## src/rtl/extbus_pkg.sv

```systemverilog
package extbus_pkg;
  localparam int CFG_W     = 24;
  localparam int WAIT_W    = 5;
  localparam int NUM_AREAS = 4;
  localparam int NUM_SRC   = NUM_AREAS + 1;   // last entry is the default area
  localparam int BRH_BIT   = 23;
  localparam int BLH_BIT   = 22;
  localparam int OWN_BIT   = 21;
  localparam int SEL_W     = $clog2(NUM_AREAS);

  localparam int FLD_LSB [NUM_SRC] = '{0, 5, 10, 13, 16};
  localparam int FLD_WID [NUM_SRC] = '{5, 5, 3, 3, 5};
endpackage

```

## src/rtl/extbus_cfg_reg.sv

```systemverilog
module extbus_cfg_reg
  import extbus_pkg::*;
#(
  parameter int W   = CFG_W,
  parameter int OWN = OWN_BIT
) (
  input  logic         clk,
  input  logic         rst,
  input  logic         wr_en,
  input  logic [W-1:0] wr_data,
  input  logic         owner,
  output logic [W-1:0] cfg_q,
  output logic [W-1:0] rd_data
);
  localparam logic [W-1:0] WR_MASK = ~(W'(1) << OWN);

  always_ff @(posedge clk) begin
    if (rst)        cfg_q <= '0;
    else if (wr_en) cfg_q <= wr_data & WR_MASK;
  end

  always_comb begin
    rd_data      = cfg_q;
    rd_data[OWN] = owner;
  end


  cfg_write_chk: assert property (@(posedge clk) disable iff (rst)
    wr_en |=> (cfg_q == ($past(wr_data) & WR_MASK)));
endmodule

```

## src/rtl/extbus_arb.sv

```systemverilog
module extbus_arb (
  input  logic clk,
  input  logic rst,
  input  logic hold_br,
  input  logic hold_bl,
  input  logic acc_req,
  input  logic acc_rmw,
  input  logic busy,
  input  logic busy_rmw,
  input  logic bus_grant,
  output logic bus_req,
  output logic bus_lock,
  output logic owner
);
  assign bus_req  = hold_br | acc_req | busy;
  assign bus_lock = hold_bl | (acc_req & acc_rmw) | (busy & busy_rmw);

  always_ff @(posedge clk) begin
    if (rst)                      owner <= 1'b0;
    else if (!bus_grant)          owner <= 1'b0;
    else if (bus_req)             owner <= 1'b1;
  end


  own_release_chk: assert property (@(posedge clk) disable iff (rst)
    !bus_grant |=> !owner);

  own_take_chk: assert property (@(posedge clk) disable iff (rst)
    $rose(owner) |-> $past(bus_grant && bus_req));
endmodule

```

## src/rtl/extbus_wait.sv

```systemverilog
module extbus_wait
  import extbus_pkg::*;
#(
  parameter int W     = CFG_W,
  parameter int CNT_W = WAIT_W,
  parameter int NSEL  = SEL_W
) (
  input  logic         clk,
  input  logic         rst,
  input  logic [W-1:0] cfg,
  input  logic [NSEL-1:0] area_sel,
  input  logic         area_dflt,
  input  logic         acc_req,
  input  logic         acc_rmw,
  input  logic         owner,
  output logic         busy,
  output logic         busy_rmw,
  output logic         acc_done
);
  logic [CNT_W-1:0] fld [NUM_SRC];
  logic [CNT_W-1:0] sel_cnt;
  logic [CNT_W-1:0] cnt_q;
  logic             start;

  for (genvar g = 0; g < NUM_SRC; g++) begin : g_fld
    localparam int LSB = FLD_LSB[g];
    localparam int WID = FLD_WID[g];
    assign fld[g] = CNT_W'(cfg[LSB +: WID]);
  end

  assign sel_cnt = area_dflt ? fld[NUM_SRC-1] : fld[area_sel];
  assign start   = acc_req && owner && !busy && !acc_done;

  always_ff @(posedge clk) begin
    if (rst) begin
      busy     <= 1'b0;
      busy_rmw <= 1'b0;
      acc_done <= 1'b0;
      cnt_q    <= '0;
    end else begin
      acc_done <= 1'b0;
      if (start) begin
        busy_rmw <= acc_rmw;
        cnt_q    <= sel_cnt;
        if (sel_cnt == '0) acc_done <= 1'b1;
        else               busy     <= 1'b1;
      end else if (busy) begin
        cnt_q <= cnt_q - 1'b1;
        if (cnt_q == CNT_W'(1)) begin
          busy     <= 1'b0;
          acc_done <= 1'b1;
        end
      end
    end
  end


  start_owner_chk: assert property (@(posedge clk) disable iff (rst)
    $rose(busy) |-> $past(owner));

  done_pulse_chk: assert property (@(posedge clk) disable iff (rst)
    acc_done |=> !acc_done);

  count_down_chk: assert property (@(posedge clk) disable iff (rst)
    (busy && $past(busy)) |-> (cnt_q == $past(cnt_q) - 1'b1));
endmodule

```

## src/rtl/extbus_ctl.sv

```systemverilog
module extbus_ctl
  import extbus_pkg::*;
(
  input  logic             clk,
  input  logic             rst,
  input  logic             wr_en,
  input  logic [CFG_W-1:0] wr_data,
  output logic [CFG_W-1:0] rd_data,
  input  logic             acc_req,
  input  logic             acc_rmw,
  input  logic [SEL_W-1:0] area_sel,
  input  logic             area_dflt,
  input  logic             bus_grant,
  output logic             bus_req,
  output logic             bus_lock,
  output logic             acc_done
);
  logic [CFG_W-1:0] cfg_q;
  logic owner, busy, busy_rmw;

  extbus_cfg_reg #(.W(CFG_W), .OWN(OWN_BIT)) u_cfg (
    .clk, .rst, .wr_en, .wr_data, .owner, .cfg_q, .rd_data
  );

  extbus_arb u_arb (
    .clk, .rst,
    .hold_br(cfg_q[BRH_BIT]), .hold_bl(cfg_q[BLH_BIT]),
    .acc_req, .acc_rmw, .busy, .busy_rmw, .bus_grant,
    .bus_req, .bus_lock, .owner
  );

  extbus_wait #(.W(CFG_W), .CNT_W(WAIT_W), .NSEL(SEL_W)) u_wait (
    .clk, .rst, .cfg(cfg_q), .area_sel, .area_dflt,
    .acc_req, .acc_rmw, .owner, .busy, .busy_rmw, .acc_done
  );


  reset_quiet_chk: assert property (@(posedge clk)
    $past(rst) |-> (!acc_done && !bus_req && !bus_lock && rd_data == '0));
endmodule

```

## config.mk

```make
export PLATFORM = sky130hd
export DESIGN_NAME = extbus_ctl
export DESIGN_NICKNAME = d
export VERILOG_FILES = /design/src/rtl/extbus_pkg.sv /design/src/rtl/extbus_cfg_reg.sv /design/src/rtl/extbus_arb.sv /design/src/rtl/extbus_wait.sv /design/src/rtl/extbus_ctl.sv
export SDC_FILE = /design/constraint.sdc
export NUM_CORES = 1
export LEC_CHECK = 0
export BUFFER_PORTS_ARGS = -buffer_cell sky130_fd_sc_hd__buf_2
export CORE_MARGIN = 1
export CORE_UTILIZATION = 30
export CTS_CLUSTER_DIAMETER = 30
export DETAILED_ROUTE_END_ITERATION = 10
export SLEW_MARGIN = 20
export SYNTH_ARGS = -nofsm -noshare
export SYNTH_HDL_FRONTEND = slang
export SYNTH_SLANG_ARGS = --single-unit
```

## constraint.sdc

```tcl
create_clock -name clk -period 1.33 [get_ports clk]
set_clock_uncertainty 0.15 [all_clocks]
set_input_delay 0.0665 -clock clk [delete_from_list [all_inputs] [get_ports clk]]
set_output_delay 0.0665 -clock clk [all_outputs]
set_load 0.005 [all_outputs]
```

After elaboration in Yosys (flattened, before gate mapping). Index checks and enable logic that the tools add are counted.

Add/subtract/negate cells: 1. Magnitude comparators: 1. Eq/ne operators: 2. Mux-type cells: 14. Bitwise operators: 8. Reductions and logical operators: 8.

Operator list (count): $mux W5 (5); $bmux W5 S3 (1); $mux W1 (8); $eq A5 B1 Y1 const B (1); $logic_not A5 Y1 (1); $sub A5 B1 Y5 const B (1); $ge A3 B4 Y1 const B (1); $or A1 B1 Y1 (4); $logic_and A1 B1 Y1 (3); $not A2 Y3 (1); $and A1 B1 Y1 (2); $logic_not A1 Y1 (2); $ne A2 B2 Y1 const B (1); $reduce_bool A2 Y1 (1); $reduce_or A2 Y1 (1); $not A1 Y1 (1).

Register bits: 32. Bits of input ports: 33. Output and inout bits: 27. Word-level logic and storage cells: 40.

Longest topological paths before layout.
Depth after elaboration: 8. Gate-level depth with buffers: 6. Mapped depth without buffers: 6.

Cells and area by module. A second synthesis with hierarchy kept.

Cell total of the unflattened synthesis: 173. Area total of the unflattened synthesis: 1671.6 sq um.

By module, submodules not included: extbus_cfg_reg (instances 1, cells an instance 100, area an instance 1027.2 sq um, sequential area each 460.4 sq um); extbus_wait (instances 1, cells an instance 68, area an instance 588.1 sq um, sequential area each 160.2 sq um); extbus_arb (instances 1, cells an instance 5, area an instance 56.3 sq um, sequential area each 20.0 sq um).

Least setup slack after synthesis. No wires, ideal clock.

Path type: reg-to-reg. Start: register u_cfg.cfg_q[4]. End: register u_wait.acc_done. Library setup time: 67 ps. Data arrival time: 1259 ps. Data required time: 1113 ps. Setup slack: -146 ps. Stages on the path, launching flop included: 6. Path buffers: 0. Period minus slack after synthesis: 1476 ps. Cell sequence: dfxtp_1 > mux2_4 > a22o_1 > nor4_4 > nand3_1 > a21oi_2.

Cells in the longest elaborated chain, start to end: 7.

RTL lines: start, declared (RTL line extbus_cfg_reg.sv:12) `output logic [W-1:0] cfg_q,`; start signal, assigned (RTL line extbus_cfg_reg.sv:19) `else if (wr_en) cfg_q <= wr_data & WR_MASK;`; $bmux W5 S3 (RTL line extbus_wait.sv:31) `assign sel_cnt = area_dflt ? fld[NUM_SRC-1] : fld[area_sel];`; $mux W5 (not written as such) (2 in a row) (RTL line extbus_wait.sv:31); $mux W5 (RTL line extbus_wait.sv:31); $logic_not A5 Y1 (RTL line extbus_wait.sv:45) `if (sel_cnt == '0) acc_done <= 1'b1;`; $mux W1 (RTL line extbus_wait.sv:45); $mux W1 (RTL line extbus_wait.sv:42) `if (start) begin`; end signal, assigned (RTL line extbus_wait.sv:41) `acc_done <= 1'b0;`; end signal, assigned (RTL line extbus_wait.sv:45); end signal, assigned (RTL line extbus_wait.sv:51) `acc_done <= 1'b1;`; end, declared (RTL line extbus_wait.sv:18) `output logic acc_done`.

No other way between the ends. The select of a mux whose other input is x is not followed. A chain may end at the register's enable or synchronous reset.

Final worst setup path.
Start: register u_cfg.cfg_q[3]. End: register u_wait.acc_done.

Same word-level chain as after synthesis.

==> impl_metrics.env <==
export IMPL_p_leak_nw=1.221
export IMPL_arrival_ns=1.58
export IMPL_min_period_ns=1.504
export IMPL_cts_root_buf="clkbuf_8"
export IMPL_clock_fmax_mhz=665.0
export IMPL_clk_latency_ns=0.29
export IMPL_hold_start="rst"
export IMPL_clock_sinks=32
export IMPL_ys_flop_type="dfxtp_1"
export IMPL_tightest_slew_ns=0.4343
export IMPL_hold_depth=2
export IMPL_via_count=1561
export IMPL_fin_area_um2=2565
export IMPL_synth_xor_area_share_pct=1.709
export IMPL_finalCritPeriodShare_pct=113.1
export IMPL_htree_num_levels=2
export IMPL_clk_pin_slew_worst_paths_ns=0.07
export IMPL_fin_util_pct=53.25
export IMPL_r2r_start="u_cfg.cfg_q[3]$_SDFFE_PP0P_"
export IMPL_crit_type="reg -> reg"
export IMPL_grt_total_usage_pct=16.54
export IMPL_rows=25
export IMPL_timing_reg2reg_setup_slack_ns=-0.17
export IMPL_setup_viol_count_final=10
export IMPL_syn_avg_cell_area_um2=9.492
export IMPL_status="finished, violations left"
export IMPL_holdPathEnd="u_wait.cnt_q[1]$_SDFFE_PP0P_"
export IMPL_syn_inst=162
export IMPL_grt_pass1_vias=1463
export IMPL_violations="negative setup slack"
export IMPL_hold_violations=0
export IMPL_ant_nets=0
export IMPL_end_kind="flop"
export IMPL_vias_per_cell=4.632
export IMPL_io_buffers=58
export IMPL_drcViolationCount=0
export IMPL_grt_max_degree=24
export IMPL_r2r_worst_path_cells=5
export IMPL_synth_top_family_by_area="multiplexers"
export IMPL_final_layout_size_suffix_gt1_share_pct=44.07
export IMPL_tritoncts="done"
export IMPL_synth_edf_count=0
export IMPL_nFillCells=469
export IMPL_placed_cells=299
export IMPL_total_power_w=0.002535
export IMPL_relSlewSlack_pct=71.05
export IMPL_worstHoldPathType="in -> reg"
export IMPL_synth_area_um2=1538
export IMPL_ys_ff_latch=32
export IMPL_die_w_um=73.60
export IMPL_required_ns=1.40
export IMPL_synth_top_area_cell="dfxtp_1"
export IMPL_dpl_hpwl_mm=2.941
export IMPL_grt_antenna_before_repair=0
export IMPL_syn_nets=197
export IMPL_layout_common_cells="buf_2 (57), mux2i_1 (28), nor2_1 (28)"
export IMPL_antenna_cells=0
export IMPL_rsz0062_at_grt="true"
export IMPL_place_area_um2=2066
export IMPL_tns_ns=-0.7320
export IMPL_chipHeight_um=73.60
export IMPL_maxCapViolations=0
export IMPL_cts_path_max_buffers=2
export IMPL_place_congestion=0.7996
export IMPL_core_area_um2=4817
export IMPL_grt_overflow_total=0
export IMPL_fin_nets=304
export IMPL_startpoint_type="flop"
export IMPL_cellPowerDensity_nw_per_um2=988.2
export IMPL_synthAdderAreaFrac_pct=1.627
export IMPL_synth_mux_area_share_pct=20.59
export IMPL_synth_top_area_share_pct=41.66
export IMPL_netlist_cell_type_count=40
export IMPL_numCtsBuffers=5
export IMPL_first_iter_violations=50
export IMPL_path_max_fanout=2
export IMPL_synth_compound_area_share_pct=11.47
export IMPL_yosys_area_share_simple_pct=17.09
export IMPL_firstDrtPassIters=4
export IMPL_io_pins=60
export IMPL_wl_per_cell_um=12.23
export IMPL_final_common_cell="buf_2"
export IMPL_ir_worst_vdd_uv=432.3
export IMPL_syn_to_final_growth_pct=66.80
export IMPL_ys_top_cells_by_area="dfxtp_1 (42%), mux2i_1 (19%), nor2_1 (7.1%), a21oi_1 (3.3%), a22oi_1 (2.0%)"
export IMPL_grt_pass1_wl_mm=6.630
export IMPL_wirelength_mm=4.122
export IMPL_dieArea_um2=5416
export IMPL_worst_slack_ns=-0.1738
export IMPL_fin_cells=337
export IMPL_synthArstFlopShare_pct=0
export IMPL_synth_yosys_seq_area_share_pct=41.66
export IMPL_start_util_pct=31.92
export IMPL_regToRegEndpoint="u_wait.acc_done$_SDFF_PP0_"
export IMPL_yosys_warnings=0
export IMPL_drv_slew=0
layout make-up:
cell class	instances	area [um2]	area share, %
repair buffers	113	812.0	31.66
inverters	5	18.77	0.7317
clock buffers	6	72.57	2.829
flip-flops and latches	32	646.9	25.22
well taps	67	83.83	3.268
clock inverters	2	35.03	1.366
multi-input cells	112	895.9	34.93
timing repair:
item                                   CTS  global route
cloned                                   0             0
hold buffers                            25             0
pin swaps                                5             6
setup buffers                            4             1
gates resized for setup                  9            14
endpoints found under the hold margin   25             0
setup endpoints to repair               10            10
Yosys cell counts (all sizes together), types with 2 or more instances:
master and n:
xnor2 2, a22oi 4, mux2i 29, nor4 3, inv 5, a22o 2, nand2 7, a211oi 2
mux2 2, buf 7, clkbuf 6, nor3 2, nor2b 2, ha 2, a21oi 11, dfxtp 32
nor2 29
worst max-delay path: stages (launching register included):
cell and delay [ns]:
dfxtp_2 0.32, mux2_4 0.25, a22o_1 0.22, nor4_4 0.23, nand3_1 0.13, a21oi_2 0.14
kinds of logic (layout without fill, tap and decap cells):
| family | after synthesis | in the layout |
|---|---|---|
| compound gates | 25 | 25 |
| fa+ha+maj | 2 | 2 |
| simple gates | 51 | 51 |
| buf+inv | 18 | 126 |
| flops | 32 | 32 |
| xor+xnor | 3 | 3 |
| mux | 31 | 31 |
per-stage QoR:
step / hold slack (ns) / setup slack, ns
after floorplan: 0.008041 / -0.1359
after global placement: 0.1537 / -0.1748
after detailed placement: 0.1586 / -0.1952
after CTS: 0.03992 / -0.1882
after global routing: 0.06093 / -0.2425
final: 0.04378 / -0.1738
power breakdown:
part           leakage (nW)  total (W)  internal (W)  switching (W)
Sequential            0.265    0.00107       0.00102      0.0000471
Clock                0.0552   0.000920      0.000555       0.000364
Combinational         0.900   0.000549      0.000316       0.000233
registers in the layout, summed over array words and instances (netlist names):
| signal | cells |
|---|---|
| u_arb.owner | 1 |
| u_cfg.cfg_q | 23 |
| u_wait.acc_done | 1 |
| u_wait.busy_rmw | 1 |
| u_wait.busy | 1 |
| u_wait.cnt_q | 5 |
per-layer routing:
metal / track usage [%] / routed length, um / vias up
li1: - / - / 783
met1: 19.61 / 1815 / 728
met4: 7.051 / 64 / 0
met5: 0 / 0 / -
met3: 4.115 / 206 / 7
met2: 28.24 / 2035 / 43
how the worst max path moves through the flow:
stage	startpoint	end	slack (ns)	cells past startpoint
CTS	u_cfg.cfg_q[3]$_SDFFE_PP0P_	u_wait.acc_done$_SDFF_PP0_	-0.19	5
finish	u_cfg.cfg_q[3]$_SDFFE_PP0P_	u_wait.acc_done$_SDFF_PP0_	-0.17	5
global placement	u_cfg.cfg_q[3]$_SDFFE_PP0P_	u_wait.acc_done$_SDFF_PP0_	-0.17	5
global route	u_cfg.cfg_q[3]$_SDFFE_PP0P_	u_wait.acc_done$_SDFF_PP0_	-0.24	5
floorplan	u_cfg.cfg_q[3]$_SDFFE_PP0P_	u_wait.acc_done$_SDFF_PP0_	-0.14	5
detailed placement	u_wait.acc_done$_SDFF_PP0_	u_wait.cnt_q[0]$_SDFFE_PP0P_	-0.20	4
(Power assumes the default switching activity.)
